--- src/rtl/capaddr_pkg.sv ---
package capaddr_pkg;
  typedef struct packed {
    logic frame;
    logic load;
    logic line;
  } seq_evt_t;

  localparam int unsigned WORD_BYTES = 4;
  localparam int unsigned BASE_ALIGN = 3;
  localparam int unsigned STRIDE_ALIGN = 2;
endpackage

--- src/rtl/capaddr_sync_edge.sv ---
module capaddr_sync_edge (
  input  logic clk,
  input  logic rst_n,
  input  logic raw,
  input  logic active_high,
  output logic pulse
);
  logic lvl_q;
  logic prev_q;

  always_ff @(posedge clk or negedge rst_n) begin
    if (!rst_n) begin
      lvl_q  <= 1'b0;
      prev_q <= 1'b0;
    end else begin
      lvl_q  <= active_high ? raw : ~raw;
      prev_q <= lvl_q;
    end
  end

  assign pulse = lvl_q & ~prev_q;
endmodule

--- src/rtl/capaddr_seq.sv ---
module capaddr_seq
  import capaddr_pkg::*;
#(
  parameter int unsigned AW = 22
) (
  input  logic          clk,
  input  logic          rst_n,
  input  seq_evt_t      evt,
  input  logic [AW-1:0] base0,
  input  logic [AW-1:0] base1,
  input  logic          buf_sel,
  input  logic [AW-1:0] stride,
  input  logic          no_first_stride,
  input  logic          skip_alt_frames,
  input  logic          word_fire,
  output logic [AW-1:0] addr,
  output logic          keep
);
  localparam logic [AW-1:0] BASE_MASK   = ~((AW'(1) << BASE_ALIGN) - AW'(1));
  localparam logic [AW-1:0] STRIDE_MASK = ~((AW'(1) << STRIDE_ALIGN) - AW'(1));
  localparam logic [AW-1:0] STEP        = AW'(WORD_BYTES);

  logic [AW-1:0] line_start_q;
  logic [AW-1:0] addr_q;
  logic          first_q;
  logic          odd_q;
  logic          keep_q;
  logic [AW-1:0] sel_base;
  logic [AW-1:0] next_line;

  assign sel_base  = (buf_sel ? base1 : base0) & BASE_MASK;
  assign next_line = (first_q && no_first_stride) ? line_start_q
                                                  : line_start_q + (stride & STRIDE_MASK);

  always_ff @(posedge clk or negedge rst_n) begin
    if (!rst_n) begin
      line_start_q <= '0;
      addr_q       <= '0;
      first_q      <= 1'b0;
      odd_q        <= 1'b0;
      keep_q       <= 1'b0;
    end else begin
      if (evt.frame) begin
        line_start_q <= sel_base;
        addr_q       <= sel_base;
        keep_q       <= ~skip_alt_frames | ~odd_q;
        odd_q        <= ~odd_q;
      end else if (evt.load) begin
        line_start_q <= sel_base;
        addr_q       <= sel_base;
      end else if (evt.line) begin
        line_start_q <= next_line;
        addr_q       <= next_line;
      end else if (word_fire) begin
        addr_q <= addr_q + STEP;
      end

      if (evt.frame)     first_q <= 1'b1;
      else if (evt.line) first_q <= 1'b0;
    end
  end

  assign addr = addr_q;
  assign keep = keep_q;
endmodule

--- src/rtl/capaddr_status.sv ---
module capaddr_status (
  input  logic clk,
  input  logic rst_n,
  input  logic frame_evt,
  input  logic line_evt,
  input  logic eof_clr,
  input  logic eol_clr,
  input  logic eof_irq_en,
  input  logic eol_irq_en,
  output logic eof_status,
  output logic eol_status,
  output logic irq
);
  logic eof_q;
  logic eol_q;

  always_ff @(posedge clk or negedge rst_n) begin
    if (!rst_n) begin
      eof_q <= 1'b0;
      eol_q <= 1'b0;
    end else begin
      eof_q <= frame_evt | (eof_q & ~eof_clr);
      eol_q <= line_evt  | (eol_q & ~eol_clr);
    end
  end

  assign eof_status = eof_q;
  assign eol_status = eol_q;
  assign irq        = (eof_q & eof_irq_en) | (eol_q & eol_irq_en);
endmodule

--- src/rtl/capaddr_top.sv ---
module capaddr_top
  import capaddr_pkg::*;
#(
  parameter int unsigned AW = 22
) (
  input  logic          clk,
  input  logic          rst_n,
  input  logic          fsync_raw,
  input  logic          lsync_raw,
  input  logic          fsync_pol,
  input  logic          lsync_pol,
  input  logic          sw_fsync,
  input  logic          sw_lsync,
  input  logic          sw_load_base,
  input  logic [AW-1:0] base0,
  input  logic [AW-1:0] base1,
  input  logic          buf_sel,
  input  logic [AW-1:0] stride,
  input  logic          no_first_stride,
  input  logic          skip_alt_frames,
  input  logic          pix_valid,
  output logic          pix_ready,
  output logic          wr_valid,
  input  logic          wr_ready,
  output logic [AW-1:0] wr_addr,
  input  logic          eof_irq_en,
  input  logic          eol_irq_en,
  input  logic          eof_clr,
  input  logic          eol_clr,
  output logic          eof_status,
  output logic          eol_status,
  output logic          irq
);
  localparam int unsigned NSYNC = 2;

  logic [NSYNC-1:0] raw_v;
  logic [NSYNC-1:0] pol_v;
  logic [NSYNC-1:0] hw_evt;
  seq_evt_t         evt;
  logic             keep;
  logic             word_fire;

  assign raw_v = {lsync_raw, fsync_raw};
  assign pol_v = {lsync_pol, fsync_pol};

  for (genvar g = 0; g < NSYNC; g++) begin : g_sync
    capaddr_sync_edge u_edge (
      .clk        (clk),
      .rst_n      (rst_n),
      .raw        (raw_v[g]),
      .active_high(pol_v[g]),
      .pulse      (hw_evt[g])
    );
  end

  assign evt.frame = hw_evt[0] | sw_fsync;
  assign evt.line  = hw_evt[1] | sw_lsync;
  assign evt.load  = sw_load_base;

  assign wr_valid  = pix_valid & keep;
  assign pix_ready = wr_ready | ~keep;
  assign word_fire = pix_valid & wr_ready & keep;

  capaddr_seq #(.AW(AW)) u_seq (
    .clk            (clk),
    .rst_n          (rst_n),
    .evt            (evt),
    .base0          (base0),
    .base1          (base1),
    .buf_sel        (buf_sel),
    .stride         (stride),
    .no_first_stride(no_first_stride),
    .skip_alt_frames(skip_alt_frames),
    .word_fire      (word_fire),
    .addr           (wr_addr),
    .keep           (keep)
  );

  capaddr_status u_status (
    .clk       (clk),
    .rst_n     (rst_n),
    .frame_evt (evt.frame),
    .line_evt  (evt.line),
    .eof_clr   (eof_clr),
    .eol_clr   (eol_clr),
    .eof_irq_en(eof_irq_en),
    .eol_irq_en(eol_irq_en),
    .eof_status(eof_status),
    .eol_status(eol_status),
    .irq       (irq)
  );
endmodule

--- config.mk ---
export PLATFORM = sky130hd
export DESIGN_NAME = capaddr_top
export DESIGN_NICKNAME = d
export VERILOG_FILES = /design/src/rtl/capaddr_pkg.sv /design/src/rtl/capaddr_sync_edge.sv /design/src/rtl/capaddr_seq.sv /design/src/rtl/capaddr_status.sv /design/src/rtl/capaddr_top.sv
export SDC_FILE = /design/constraint.sdc
export NUM_CORES = 1
export LEC_CHECK = 0
export ABC_CLOCK_PERIOD_IN_PS = 4150
export BUFFER_PORTS_ARGS = -buffer_cell sky130_fd_sc_hd__buf_2
export CAP_MARGIN = 15
export CORE_ASPECT_RATIO = 0.75
export CORE_MARGIN = 1
export CORE_UTILIZATION = 58
export DETAILED_ROUTE_END_ITERATION = 16
export GPL_TIMING_DRIVEN = 1
export PLACE_DENSITY = 0.85
export RECOVER_POWER = 100
export SYNTH_ARGS = -nofsm -noshare
export SYNTH_HDL_FRONTEND = slang
export SYNTH_SLANG_ARGS = --single-unit
--- constraint.sdc ---
create_clock -name clk -period 4.15 [get_ports clk]
set_input_delay 0.83 -clock clk [delete_from_list [all_inputs] [get_ports clk]]
set_output_delay 0.83 -clock clk [all_outputs]
set_load 0.02 [all_outputs]
== Word level (Yosys, flattened, before mapping) ==
Cells that the tools add are included.
Storage, ports and cells
  bits in registers: 53
  bits in latches: 0
  logic and storage cells: 55
  ROM bits: 0
  bits of input ports: 84
  bits in writable memories: 0
  memories: 0
Cells by class
  magnitude comparators: 0
  div/mod/pow operators: 0
  shift operators: 0
  multiplexer cells: 13
  add/sub/neg operators: 2
  multipliers: 0
  bitwise logic cells: 25
  eq/ne operators: 0
  reduce and logical (&&, ||, !) cells: 4
Operator list (number)
  $mux 22: 9
  $add 22x22->22: 1
  $add 22x3->22 const B: 1
  $and 1x1->1: 9
  $not 1->1: 9
  $or 1x1->1: 7
  $mux 1: 4
  $reduce_bool 4->1: 1
  $reduce_bool 3->1: 1
  $reduce_bool 2->1: 1
  $logic_and 1x1->1: 1

== Longest topological paths before layout ==
  depth after elaboration: 6
  mapped depth: 10
  depth with buffers taken out: 10

== Modules after synthesis ==
From an unflattened synthesis, not the netlist that was laid out.
Second synthesis, totals
  cells, all modules: 498
  area, all modules: 4055.1 µm²
By module, submodules not included
  capaddr_seq: cells an instance 478, area each 3812.4 µm², times used 1
  capaddr_sync_edge: cells an instance 4, area each 65.1 µm², times used 2
  capaddr_status: cells an instance 7, area each 81.3 µm², times used 1
  capaddr_top: cells an instance 5, area each 31.3 µm², times used 1

== Least setup slack after synthesis ==
No wires, ideal clock.
  path type: input -> register
  start: in stride[2]
  end: reg u_seq.addr_q[18], in the netlist u_seq.addr[18]
  required time: 4.024 ns
  arrival time: 2.697 ns
  stages: 10
  slack: 1.327 ns
  cells stage by stage: ha_1 -> inv_1 -> fa_1 -> nor2b_4 -> o31a_1 -> a41o_1 -> a31o_2 -> a211o_1 -> a221oi_2 -> nor2_1
Between the ends
  cells in the longest elaborated chain, start to end: 5
RTL lines
  start, declared: line capaddr_top.sv:18  | input logic [AW-1:0] stride,
  $add 22x22->22: line capaddr_seq.sv:33  | : line_start_q + (stride & STRIDE_MASK);
  $mux 22: line capaddr_seq.sv:32  | assign next_line = (first_q && no_first_stride) ? line_start_q
  $mux 22: line capaddr_seq.sv:51  | end else if (evt.line) begin
  $mux 22: line capaddr_seq.sv:48  | end else if (evt.load) begin
  $mux 22: line capaddr_seq.sv:43  | if (evt.frame) begin
  end signal, assigned: line capaddr_seq.sv:45  | addr_q <= sel_base;
  end signal, assigned: line capaddr_seq.sv:50  | addr_q <= sel_base;
  end signal, assigned: line capaddr_seq.sv:53  | addr_q <= next_line;
  end, declared: line capaddr_seq.sv:24  | logic [AW-1:0] addr_q;
No other way between the ends.
A chain may end at the register's enable or synchronous reset.

== Worst setup path in the final report ==
  start: in stride[5]
  end: reg u_seq.line_start_q[19]
Between the ends
  cells in the longest elaborated chain, start to end: 5
RTL lines
  $add 22x22->22: line capaddr_seq.sv:33
  $mux 22: line capaddr_seq.sv:32
  $mux 22: line capaddr_seq.sv:51
  $mux 22: line capaddr_seq.sv:48
  $mux 22: line capaddr_seq.sv:43
  end signal, assigned: line capaddr_seq.sv:44  | line_start_q <= sel_base;
  end signal, assigned: line capaddr_seq.sv:49  | line_start_q <= sel_base;
  end signal, assigned: line capaddr_seq.sv:52  | line_start_q <= next_line;
  end, declared: line capaddr_seq.sv:23  | logic [AW-1:0] line_start_q;
No other way between the ends. The select of a mux whose other input is x is not followed.

==> results.yml <==
flow_run:
  maxCapViolations: 1
cts:
  clk_latency_ps: 310
  htree_levels: 2
  hold_buffers: 0
  postCtsSetupBuffers: 0
  cts_tree: "yes"
  post_cts_resized: 0
  numClockSinks: 50
  cts-buffers-inserted: 5
  cts-root-buf: "clkbuf_8"
  clk_path_buf_depth: 2
  clkTransAtPathRegs_ps: 90
worst_setup_path:
  path_max_fanout: 4
  arrival_ps: 3210
  required_ps: 4350
  r2r_start: "g_sync[1].u_edge.lvl_q"
  r2r_end: "u_seq.line_start_q[14]"
  critical_path_class: "in2reg"
  r2r_setup_slack_ps: 1280
  r2r_cells: 8
  end_kind: "flop"
  startpoint_type: "input port"
final_layout:
  final_common_cell: "nand2_1"
  antennaDiodeCount: 0
  final_cell_mix: "nand2_1 (76), buf_2 (70), dfrtp_1 (50)"
  nets: 703
  syn2layout_area_growth_pct: 14.14
  drive_gt1_share_pct: 16.69
synth:
  ys_ff_latch: 50
  synth_ff_type: "dfrtp_1"
  syn_avg_cell_area_um2: 8.150
  synth_edf_count: 0
  syn_inst: 508
  async_flop_share_pct: 100.0
  netlist_area_um2: 4140
  synthesis.nets: 613
  seq_area_frac_synth_pct: 30.22
  synth_cell_types: 69
  ys.warnings.count: 0
timing:
  worst_pin_slew_ps: 1520
  period_needed_ps: 3009
  clock_skew_ps: 13.39
  fin_crit_sh_pct: 72.51
  grt_setup_unrepaired: "no"
  drv_slew: 27
  setup_violations: 0
  fmax_mhz: 332.3
  fin_tns_setup_ps: 0
  hold_viol_final: 0
  slew_headroom_pct: -1.309
placement:
  hpwl_um: 9172
  place_congestion: 0.9943
  io_buffers: 102
status:
  violations: "capacitance limit, slew limit"
  status: "finished, violations left"
die:
  placementRows: 26
  die_area_um2: 7484
  initial_core_util_pct: 60.32
  die_w_um: 99.56
  die_h_um: 75.17
  ios: 111
  core_um2: 6864
drt:
  remaining_drc_errors: 0
  drtIter0Drc: 349
  wl_per_cell_um: 17.52
  first_pass_iters: 5
  viasPerCell: 6.327
  finalWirelength_um: 12210
  num_vias: 4410
  postRouteAntennaNets: 0
global_routing:
  grt_use_met1_pct: 42.57
  grt_pass1_wl_um: 18950
  grt_max_degree: 27
  gr-usage-met3_pct: 4.085
  grt.total_usage_pct: 33.14
  first_global_vias: 3909
  top_usage_layer: "met2"
  met2_usage_pct: 58.72
  antenna_found_initial: 0
  gr-total-overflow: 0
worst_hold_path:
  holdPathEnd: "g_sync[1].u_edge.prev_q"
  hold_depth: 0
  min_from: "g_sync[1].u_edge.lvl_q"
  hold_class: "reg2reg"
power_and_ir_drop:
  p_leak_nw: 2.124
  p_per_area_nw_per_um2: 364.0
  ir_drop_uv: 169.1
  p_total_mw: 1.720
[Yosys cell counts, drive strengths merged, types with 3 or more instances]
master    n  area share, %
nand2    76            6.9
dfrtp    50             30
nor2     38            3.4
a21oi    35            4.2
o21ai    31            3.7
nand3    22            2.7
clkbuf   20            1.8
ha       20            6.0
mux2i    18            4.4
and3     12            1.8
inv      11            1.0
nor3     11            1.3
xnor2    11            2.3
a21o     10            1.8
nor2b    10            1.7
a31oi     9            1.4
nor4      8            1.4
o21a      8            1.5
a211oi    7            1.4
or3       7            1.1
mux2      6            1.6
o211ai    6            1.1
xor2      6            1.3
a221oi    5            1.6
and2      5           0.82
buf       5           0.79
nand2b    5           0.76
nand4     5           0.76
a211o     4           0.88
a31o      4           0.85
a2111oi   3           0.94
a22oi     3           0.54
nand3b    3           0.54
o211a     3           0.73
o31ai     3           0.54
or2       3           0.45
[routing by layer]
metal	up-vias	wire [µm]	part of all wire, %
met2	226	5761	47
met1	2101	5406	44
met3	28	762	6.2
li1	2055	-	-
met5	-	0	0
met4	0	280	2.3
[sequential cells by signal (all words and copies together) (netlist names)]
signal / flops
u_seq.addr: 21
u_seq.line_start_q: 20
g_sync.u_edge.lvl_q: 2
g_sync.u_edge.prev_q: 2
u_seq.first_q: 1
u_seq.keep: 1
u_seq.odd_q: 1
u_status.eof_status: 1
u_status.eol_status: 1
[how the worst max path moves through the flow]
stage          startpoint                endpoint  slack, ps
2_1_floorplan   stride[2]          u_seq.addr[18]       1330
3_3_place_gp    stride[2]  u_seq.line_start_q[16]       1080
3_5_place_dp    stride[2]  u_seq.line_start_q[18]       1040
4_1_cts         stride[2]  u_seq.line_start_q[16]       1350
5_1_grt             rst_n  u_seq.line_start_q[11]        900
6_report        stride[5]  u_seq.line_start_q[19]       1140
[where the power goes]
group	total (mW)	internal [mW]	switching, mW
Combinational	0.738	0.290	0.448
Sequential	0.646	0.561	0.0855
Clock	0.336	0.169	0.167
[cell type report]
type,count,area [µm²]
timing repair buffer,108,508.0
tap,98,122.6
multi-input combinational,422,2693
sequential,50,1251
inverter,11,41.29
clock buffer,8,110.1
fill,632,2138
[critical path: stages]
cell	delay, ps
buf_2	110
ha_1	340
and2_0	220
a221oi_1	490
a211o_2	270
a211oi_1	100
or4_1	490
and3_1	200
o22a_1	170
[metrics by stage]
step	cells	hold WS [ps]	util, %	cell area (µm²)	setup slack, ps
after floorplan	508	346.5	-	4140	1327
after detailed placement	689	360.5	68.68	4715	1039
after global placement	689	351.0	68.68	4715	1076
after CTS	697	388.1	70.29	4825	1354
after global routing	697	404.6	68.85	4726	899.7
final	697	387.0	68.85	4726	1141
[logic make-up (layout without fill, tap and decap cells)]
kind of cell / Yosys count / count (layout) / share of synthesized area (%)
adder cells (fa/ha/maj): 21 / 21 / 6.528
XOR/XNOR: 17 / 17 / 3.596
multiplexers: 24 / 24 / 5.983
buffers and inverters: 36 / 127 / 3.626
flip-flops: 50 / 50 / 30.22
AO/OA/AOI/OAI: 152 / 152 / 25.87
AND/OR/NAND/NOR: 208 / 208 / 24.18
(Power assumes the default switching activity.)
